`config.mk`:
```
export PLATFORM = sky130hd
export DESIGN_NAME = irq_distributor
export DESIGN_NICKNAME = d
export VERILOG_FILES = /design/src/rtl/irq_dist_pkg.sv /design/src/rtl/irq_dist_decode.sv /design/src/rtl/irq_dist_mask.sv /design/src/rtl/irq_dist_route_tbl.sv /design/src/rtl/irq_dist_fanout.sv /design/src/rtl/irq_distributor.sv
export SDC_FILE = /design/constraint.sdc
export NUM_CORES = 1
export LEC_CHECK = 0
export BUFFER_PORTS_ARGS = -buffer_cell sky130_fd_sc_hd__buf_2
export CAP_MARGIN = 5
export CORE_ASPECT_RATIO = 1.5
export CORE_MARGIN = 5
export CORE_UTILIZATION = 38
export DETAILED_ROUTE_END_ITERATION = 10
export SLEW_MARGIN = 10
export SYNTH_ARGS = -nofsm -noshare
export SYNTH_HDL_FRONTEND = slang
export SYNTH_SLANG_ARGS = --single-unit
```
`constraint.sdc`:
```
create_clock -name clk -period 5.5 [get_ports clk]
set_input_delay 0.55 -clock clk [delete_from_list [all_inputs] [get_ports clk]]
set_output_delay 0.55 -clock clk [all_outputs]
set_load 0.01 [all_outputs]
```
`src/rtl/irq_dist_pkg.sv`:
```
`timescale 1ns/1ps
package irq_dist_pkg;
    localparam int REG_ADDR_W = 10;
    localparam int REG_DATA_W = 32;
    localparam int IPI_W      = 3;
    localparam int ID_SHIFT   = 18;

    localparam logic [REG_ADDR_W-1:0] OFS_EN_CLR = 10'h180;
    localparam logic [REG_ADDR_W-1:0] OFS_EN_SET = 10'h184;
    localparam logic [REG_ADDR_W-1:0] OFS_AS_CLR = 10'h188;
    localparam logic [REG_ADDR_W-1:0] OFS_AS_SET = 10'h18C;
    localparam logic [REG_ADDR_W-1:0] OFS_IDENT  = 10'h1A0;
    localparam logic [REG_ADDR_W-1:0] OFS_STALL  = 10'h200;
    localparam logic [REG_ADDR_W-1:0] OFS_CTRL   = 10'h220;

    // register target selected by an access
    typedef enum logic [3:0] {
        SEL_NONE,
        SEL_ROUTE,
        SEL_EN_CLR,
        SEL_EN_SET,
        SEL_AS_CLR,
        SEL_AS_SET,
        SEL_IDENT,
        SEL_STALL,
        SEL_CTRL
    } reg_sel_e;
endpackage

```
`src/rtl/irq_dist_decode.sv`:
```
`timescale 1ns/1ps
module irq_dist_decode
    import irq_dist_pkg::*;
#(
    parameter int N_IRQ = 8,
    localparam int IDX_W = (N_IRQ > 1) ? $clog2(N_IRQ) : 1
) (
    input  logic [REG_ADDR_W-1:0] addr,
    output reg_sel_e              sel,
    output logic [IDX_W-1:0]      route_idx
);
    localparam logic [REG_ADDR_W-1:0] ROUTE_LIMIT = REG_ADDR_W'(N_IRQ);

    always_comb begin
        sel       = SEL_NONE;
        route_idx = '0;
        if (addr < ROUTE_LIMIT) begin
            sel       = SEL_ROUTE;
            route_idx = addr[IDX_W-1:0];
        end else begin
            unique case (addr)
                OFS_EN_CLR: sel = SEL_EN_CLR;
                OFS_EN_SET: sel = SEL_EN_SET;
                OFS_AS_CLR: sel = SEL_AS_CLR;
                OFS_AS_SET: sel = SEL_AS_SET;
                OFS_IDENT:  sel = SEL_IDENT;
                OFS_STALL:  sel = SEL_STALL;
                OFS_CTRL:   sel = SEL_CTRL;
                default:    sel = SEL_NONE;
            endcase
        end
    end
endmodule

```
`src/rtl/irq_dist_mask.sv`:
```
`timescale 1ns/1ps
module irq_dist_mask #(
    parameter int           W       = 8,
    parameter logic [W-1:0] RST_VAL = '0
) (
    input  logic         clk,
    input  logic         rst,
    input  logic         clr_we,
    input  logic         set_we,
    input  logic [W-1:0] bits,
    output logic [W-1:0] q
);
    always_ff @(posedge clk) begin
        if (rst) begin
            q <= RST_VAL;
        end else if (clr_we) begin
            q <= q & ~bits;
        end else if (set_we) begin
            q <= q | bits;
        end
    end
endmodule

```
`src/rtl/irq_dist_route_tbl.sv`:
```
`timescale 1ns/1ps
module irq_dist_route_tbl #(
    parameter int N_CORE = 4,
    parameter int N_IRQ  = 8,
    localparam int IDX_W = (N_IRQ > 1) ? $clog2(N_IRQ) : 1
) (
    input  logic                      clk,
    input  logic                      rst,
    input  logic                      we,
    input  logic [IDX_W-1:0]          idx,
    input  logic [N_CORE-1:0]         wdata,
    output logic [N_CORE-1:0]         rd_word,
    output logic [N_CORE*N_IRQ-1:0]   core_map
);
    logic [N_CORE-1:0] route_q   [N_IRQ];
    logic [N_IRQ-1:0]  written_q;

    for (genvar i = 0; i < N_IRQ; i++) begin : g_word
        always_ff @(posedge clk) begin
            if (rst) begin
                route_q[i]   <= '0;
                written_q[i] <= 1'b0;
            end else if (we && (idx == IDX_W'(i))) begin
                route_q[i]   <= wdata;
                written_q[i] <= 1'b1;
            end
        end

        // core 0 owns an interrupt until its word is written
        for (genvar c = 0; c < N_CORE; c++) begin : g_core
            assign core_map[c*N_IRQ + i] = written_q[i] ? route_q[i][c] : (c == 0);
        end
    end

    assign rd_word = route_q[idx];
endmodule

```
`src/rtl/irq_dist_fanout.sv`:
```
`timescale 1ns/1ps
module irq_dist_fanout
    import irq_dist_pkg::*;
#(
    parameter int N_IRQ = 8,
    localparam int OUT_W = N_IRQ + 2
) (
    input  logic [N_IRQ-1:0] active,
    input  logic [N_IRQ-1:0] routed,
    input  logic [IPI_W-1:0] ipi,
    output logic [OUT_W-1:0] vec
);
    logic [N_IRQ-1:0] ext;

    always_comb begin
        ext = active & routed;
        vec = {ext, 2'b00} | OUT_W'(ipi);
    end
endmodule

```
`src/rtl/irq_distributor.sv`:
```
`timescale 1ns/1ps
module irq_distributor
    import irq_dist_pkg::*;
#(
    parameter int N_CORE = 4,
    parameter int N_IRQ  = 8,
    localparam int CORE_W = (N_CORE > 1) ? $clog2(N_CORE) : 1,
    localparam int OUT_W  = N_IRQ + 2
) (
    input  logic                      clk,
    input  logic                      rst,
    input  logic [N_IRQ-1:0]          irq_in,
    input  logic [N_CORE*IPI_W-1:0]   ipi_in,
    input  logic [CORE_W-1:0]         req_core,
    input  logic [REG_ADDR_W-1:0]     reg_addr,
    input  logic                      wr_en,
    input  logic [REG_DATA_W-1:0]     wr_data,
    input  logic                      rd_en,
    output logic [REG_DATA_W-1:0]     rd_data,
    output logic [N_CORE*OUT_W-1:0]   core_irq,
    output logic [N_CORE-1:0]         stall_out
);
    localparam int IDX_W = (N_IRQ > 1) ? $clog2(N_IRQ) : 1;
    localparam logic [N_IRQ-1:0]      EN_RST    = '1;
    localparam logic [N_CORE-1:0]     STALL_RST = ~N_CORE'(1);
    localparam logic [REG_DATA_W-1:0] ID_HI     = REG_DATA_W'(N_CORE - 1) << ID_SHIFT;

    reg_sel_e              sel;
    logic [IDX_W-1:0]      route_idx;
    logic [N_IRQ-1:0]      en_q;
    logic [N_IRQ-1:0]      as_q;
    logic [N_IRQ-1:0]      active;
    logic [N_CORE-1:0]     route_rd;
    logic [N_CORE*N_IRQ-1:0] core_map;
    logic [N_CORE-1:0]     stall_q;
    logic [N_CORE-1:0]     ctrl_q;
    logic [REG_DATA_W-1:0] rd_next;
    logic [REG_DATA_W-1:0] rd_q;
    logic                  unused_wdata;

    assign unused_wdata = ^wr_data;

    irq_dist_decode #(.N_IRQ(N_IRQ)) u_decode (
        .addr      (reg_addr),
        .sel       (sel),
        .route_idx (route_idx)
    );

    irq_dist_mask #(.W(N_IRQ), .RST_VAL(EN_RST)) u_enable (
        .clk    (clk),
        .rst    (rst),
        .clr_we (wr_en && (sel == SEL_EN_CLR)),
        .set_we (wr_en && (sel == SEL_EN_SET)),
        .bits   (wr_data[N_IRQ-1:0]),
        .q      (en_q)
    );

    irq_dist_mask #(.W(N_IRQ), .RST_VAL('0)) u_force (
        .clk    (clk),
        .rst    (rst),
        .clr_we (wr_en && (sel == SEL_AS_CLR)),
        .set_we (wr_en && (sel == SEL_AS_SET)),
        .bits   (wr_data[N_IRQ-1:0]),
        .q      (as_q)
    );

    irq_dist_route_tbl #(.N_CORE(N_CORE), .N_IRQ(N_IRQ)) u_route (
        .clk      (clk),
        .rst      (rst),
        .we       (wr_en && (sel == SEL_ROUTE)),
        .idx      (route_idx),
        .wdata    (wr_data[N_CORE-1:0]),
        .rd_word  (route_rd),
        .core_map (core_map)
    );

    // stall and per-core control flags
    always_ff @(posedge clk) begin
        if (rst) begin
            stall_q <= STALL_RST;
            ctrl_q  <= '0;
        end else if (wr_en) begin
            unique case (sel)
                SEL_STALL: stall_q <= wr_data[N_CORE-1:0];
                SEL_CTRL:  ctrl_q[req_core] <= wr_data[0];
                default:   ;
            endcase
        end
    end

    assign stall_out = stall_q;

    // read selection
    always_comb begin
        rd_next = '0;
        unique case (sel)
            SEL_ROUTE:  rd_next[N_CORE-1:0] = route_rd;
            SEL_EN_CLR: rd_next[N_IRQ-1:0]  = en_q;
            SEL_AS_CLR: rd_next[N_IRQ-1:0]  = as_q;
            SEL_IDENT:  rd_next = ID_HI | REG_DATA_W'(req_core);
            SEL_STALL:  rd_next[N_CORE-1:0] = stall_q;
            SEL_CTRL:   rd_next[0] = ctrl_q[req_core];
            default:    rd_next = '0;
        endcase
    end

    always_ff @(posedge clk) begin
        if (rst) begin
            rd_q <= '0;
        end else if (rd_en) begin
            rd_q <= rd_next;
        end
    end

    assign rd_data = rd_q;

    // per-core output vectors
    assign active = (irq_in & en_q) | as_q;

    for (genvar c = 0; c < N_CORE; c++) begin : g_fan
        irq_dist_fanout #(.N_IRQ(N_IRQ)) u_fan (
            .active (active),
            .routed (core_map[c*N_IRQ +: N_IRQ]),
            .ipi    (ipi_in[c*IPI_W +: IPI_W]),
            .vec    (core_irq[c*OUT_W +: OUT_W])
        );
    end
endmodule

```
==> results.cfg <==
[die]
io_pins = 144
start_util_pct = 38.5
coreArea_mm2 = 0.0105
dieArea_mm2 = 0.0129
die_w_um = 94.3
rows = 46
die_y_um = 136

[synthesis]
synthArstFlopShare_pct = 0
synth_area_leaders = edfxtp_1 24%, dfxtp_1 20%, buf_4 5.7%
synth_area_per_cell_um2 = 9.40
yosys_warnings = 0
synth_top_area_share_pct = 23.7
synth_top_area_cell = edfxtp_1
synth_cell_types = 53
ys.flop_type = dfxtp_1
netlist_area_mm2 = 0.00405
synthCells = 431
synth.yosys.seq_area_share_pct = 44.0
ys_top_cells_by_count = 52 x nor2_1, 41 x dfxtp_1, 36 x nand2_1
yosysMostFrequentCell = nor2_1
ys_ff_latch = 73
synth_edf_count = 32

[critical_path]
rr_startpoint = u_route.route_q[6][0]$_SDFFCE_PN0P_
critPathLaunchType = primary input
worstSetupPathType = in -> reg
endpoint_kind = register
critPathLaunch = reg_addr[5]
slowest_delay_ns = 0.67
worstPathCellList = buf_2 -> or3_1 -> nor3_2 -> nand4_1 -> o21ai_0
slowest_stage = o21ai_0
arrival_ns = 2.83
crit_required_ns = 5.47
cp_max_fo = 12

[layout]
final_net_count = 553
drive_above_1_share_pct = 23.3
fillers = 1059
area_growth_pct = 14.2
diodes = 0

[detailed_routing]
firstDrtPassIters = 6
routed_wl_mm = 11.5
postRouteAntennaNets = 0
via_count = 3340
drtIter0Drc = 204
drc_errors = 0
wire_per_inst_um = 18.1
avgViaCountPerCell = 5.27

[cts]
clock_sinks = 73
cts_buffers = 9
tritoncts = done
cts_resized = 0
h-tree-depth = 3
cts-root-buf = clkbuf_16
clock_latency_ns = 0.34
path_clk_slew_ns = 0.06
cts_setup_buffers = 0
holdBufCountCts = 0
cts_buffer_depth = 2

[timing]
slew_viol_final = 0
finClkSkew_ns = 0.00587
finalSetupViolCount = 0
finalCritPeriodShare_pct = 51.9
setup_ws_ns = 2.64
period_needed_ns = 2.86
worst_pin_slew_ns = 0.966
setup_tns_ns = 0
hold_viol = 0
maxSlewHeadroom_pct = 34.7
rsz0062_at_grt = no
max_freq_ghz = 0.350

[global_route]
grt_pass1_vias = 3233
antenna_found_initial = 0
gr-usage-all-layers_pct = 18.0
grt_pass1_wl_mm = 17.3
grt_max_degree = 31
overflow = 0

[place]
gp_congestion = 0.869
dpl.hpwl_mm = 8.71
pre_cts_ws_ns = 2.33
io_buffers = 81

[worst_hold_path]
hold_start = wr_data[4]
holdCritPathClass = in -> reg

[power]
vdd_drop_max_v = 0.000145
power_density_mw_per_mm2 = 272
p_leak_uw = 0.00187

[run]
cap_violations = 0

[run_status]
status = completed
-- report_power, final --
group	switching (µW)	total, µW	internal [µW]
logic	74.1	110	36.2
clock network	215	561	346
registers	8.29	587	578
total	297	1260	961
-- worst max-delay path, delay by kind of cell --
| family | cells | cell delay, ns |
|---|---|---|
| and+or+nand+nor | 3 | 1.44 |
| buffers and inverters | 1 | 0.16 |
| AOI/OAI and AO/OA | 1 | 0.67 |
-- placed cells by master (no fill, tap or decap), types with 3 or more instances in the layout --
| master | Yosys | final |
|---|---|---|
| a211oi_1 | 9 | 9 |
| a21o_1 | 4 | 4 |
| a21oi_1 | 31 | 31 |
| a311oi_1 | 7 | 7 |
| a31oi_1 | 5 | 5 |
| and2_1 | 29 | 29 |
| buf_2 | 8 | 81 |
| clkbuf_16 | 0 | 9 |
| conb_1 | 1 | 22 |
| dfxtp_1 | 41 | 41 |
| edfxtp_1 | 32 | 32 |
| inv_1 | 14 | 14 |
| mux2_2 | 4 | 4 |
| mux2i_1 | 13 | 13 |
| mux4_2 | 9 | 9 |
| nand2_1 | 36 | 36 |
| nand3_1 | 13 | 13 |
| nand4b_1 | 3 | 3 |
| nor2_1 | 52 | 52 |
| nor2b_1 | 8 | 8 |
| nor3_1 | 7 | 7 |
| nor4_1 | 4 | 4 |
| o21a_1 | 7 | 7 |
| o21ai_0 | 9 | 9 |
| o311ai_0 | 4 | 4 |
| or3_1 | 4 | 4 |
-- area by class of cell --
class                           count  area, µm²  share of cell area (%)
Multi-Input combinational cell    306       1930                    41.6
Inverter                           14       52.6                    1.14
Sequential cell                    73       1780                    38.5
Clock buffer                       11        233                    5.03
Clock inverter                      5       47.5                    1.03
Tap cell                          144        180                    3.89
Timing Repair Buffer               81        405                    8.76
-- through the flow --
step | hold slack [ns] | util, % | cell area [µm²] | total power [µW] | cells
floorplan | 0.433 | - | 4130 | 681 | 452
global placement | 0.448 | 41.3 | 4350 | 706 | 618
detailed placement | 0.449 | 41.3 | 4350 | 707 | 618
CTS | 0.430 | 43.9 | 4630 | 1260 | 634
global route | 0.446 | 43.9 | 4630 | 1300 | 634
finish | 0.434 | 43.9 | 4630 | 1260 | 634
-- metal layers --
metal / share of wire [%] / global-route usage (%)
met1: 38 / 21.3
met2: 53 / 31.4
met3: 6.3 / 2.66
met4: 2.8 / 8.84
met5: 0 / 0
-- logic make-up (layout without fill, tap and decap cells) --
kind of cell | Yosys count | after routing | share of synthesized area (%)
flops | 73 | 73 | 44.0
mux | 26 | 26 | 9.32
compound gates | 86 | 86 | 13.8
other cells | 1 | 22 | 0.0925
buf+inv | 73 | 111 | 10.4
simple gates | 172 | 172 | 22.4
-- worst paths after layout --
check	to	slack (ns)	cells past startpoint
hold reg to reg	rd_data[4]$_SDFFE_PP0P_	0.46	2
setup reg to reg	rd_data[0]$_SDFFE_PP0P_	3.54	4
setup / recovery	u_route.route_q[3][3]$_SDFFCE_PN0P_	2.64	5
hold / removal	register	0.43	2
Power figures use the tool's default switching activity.
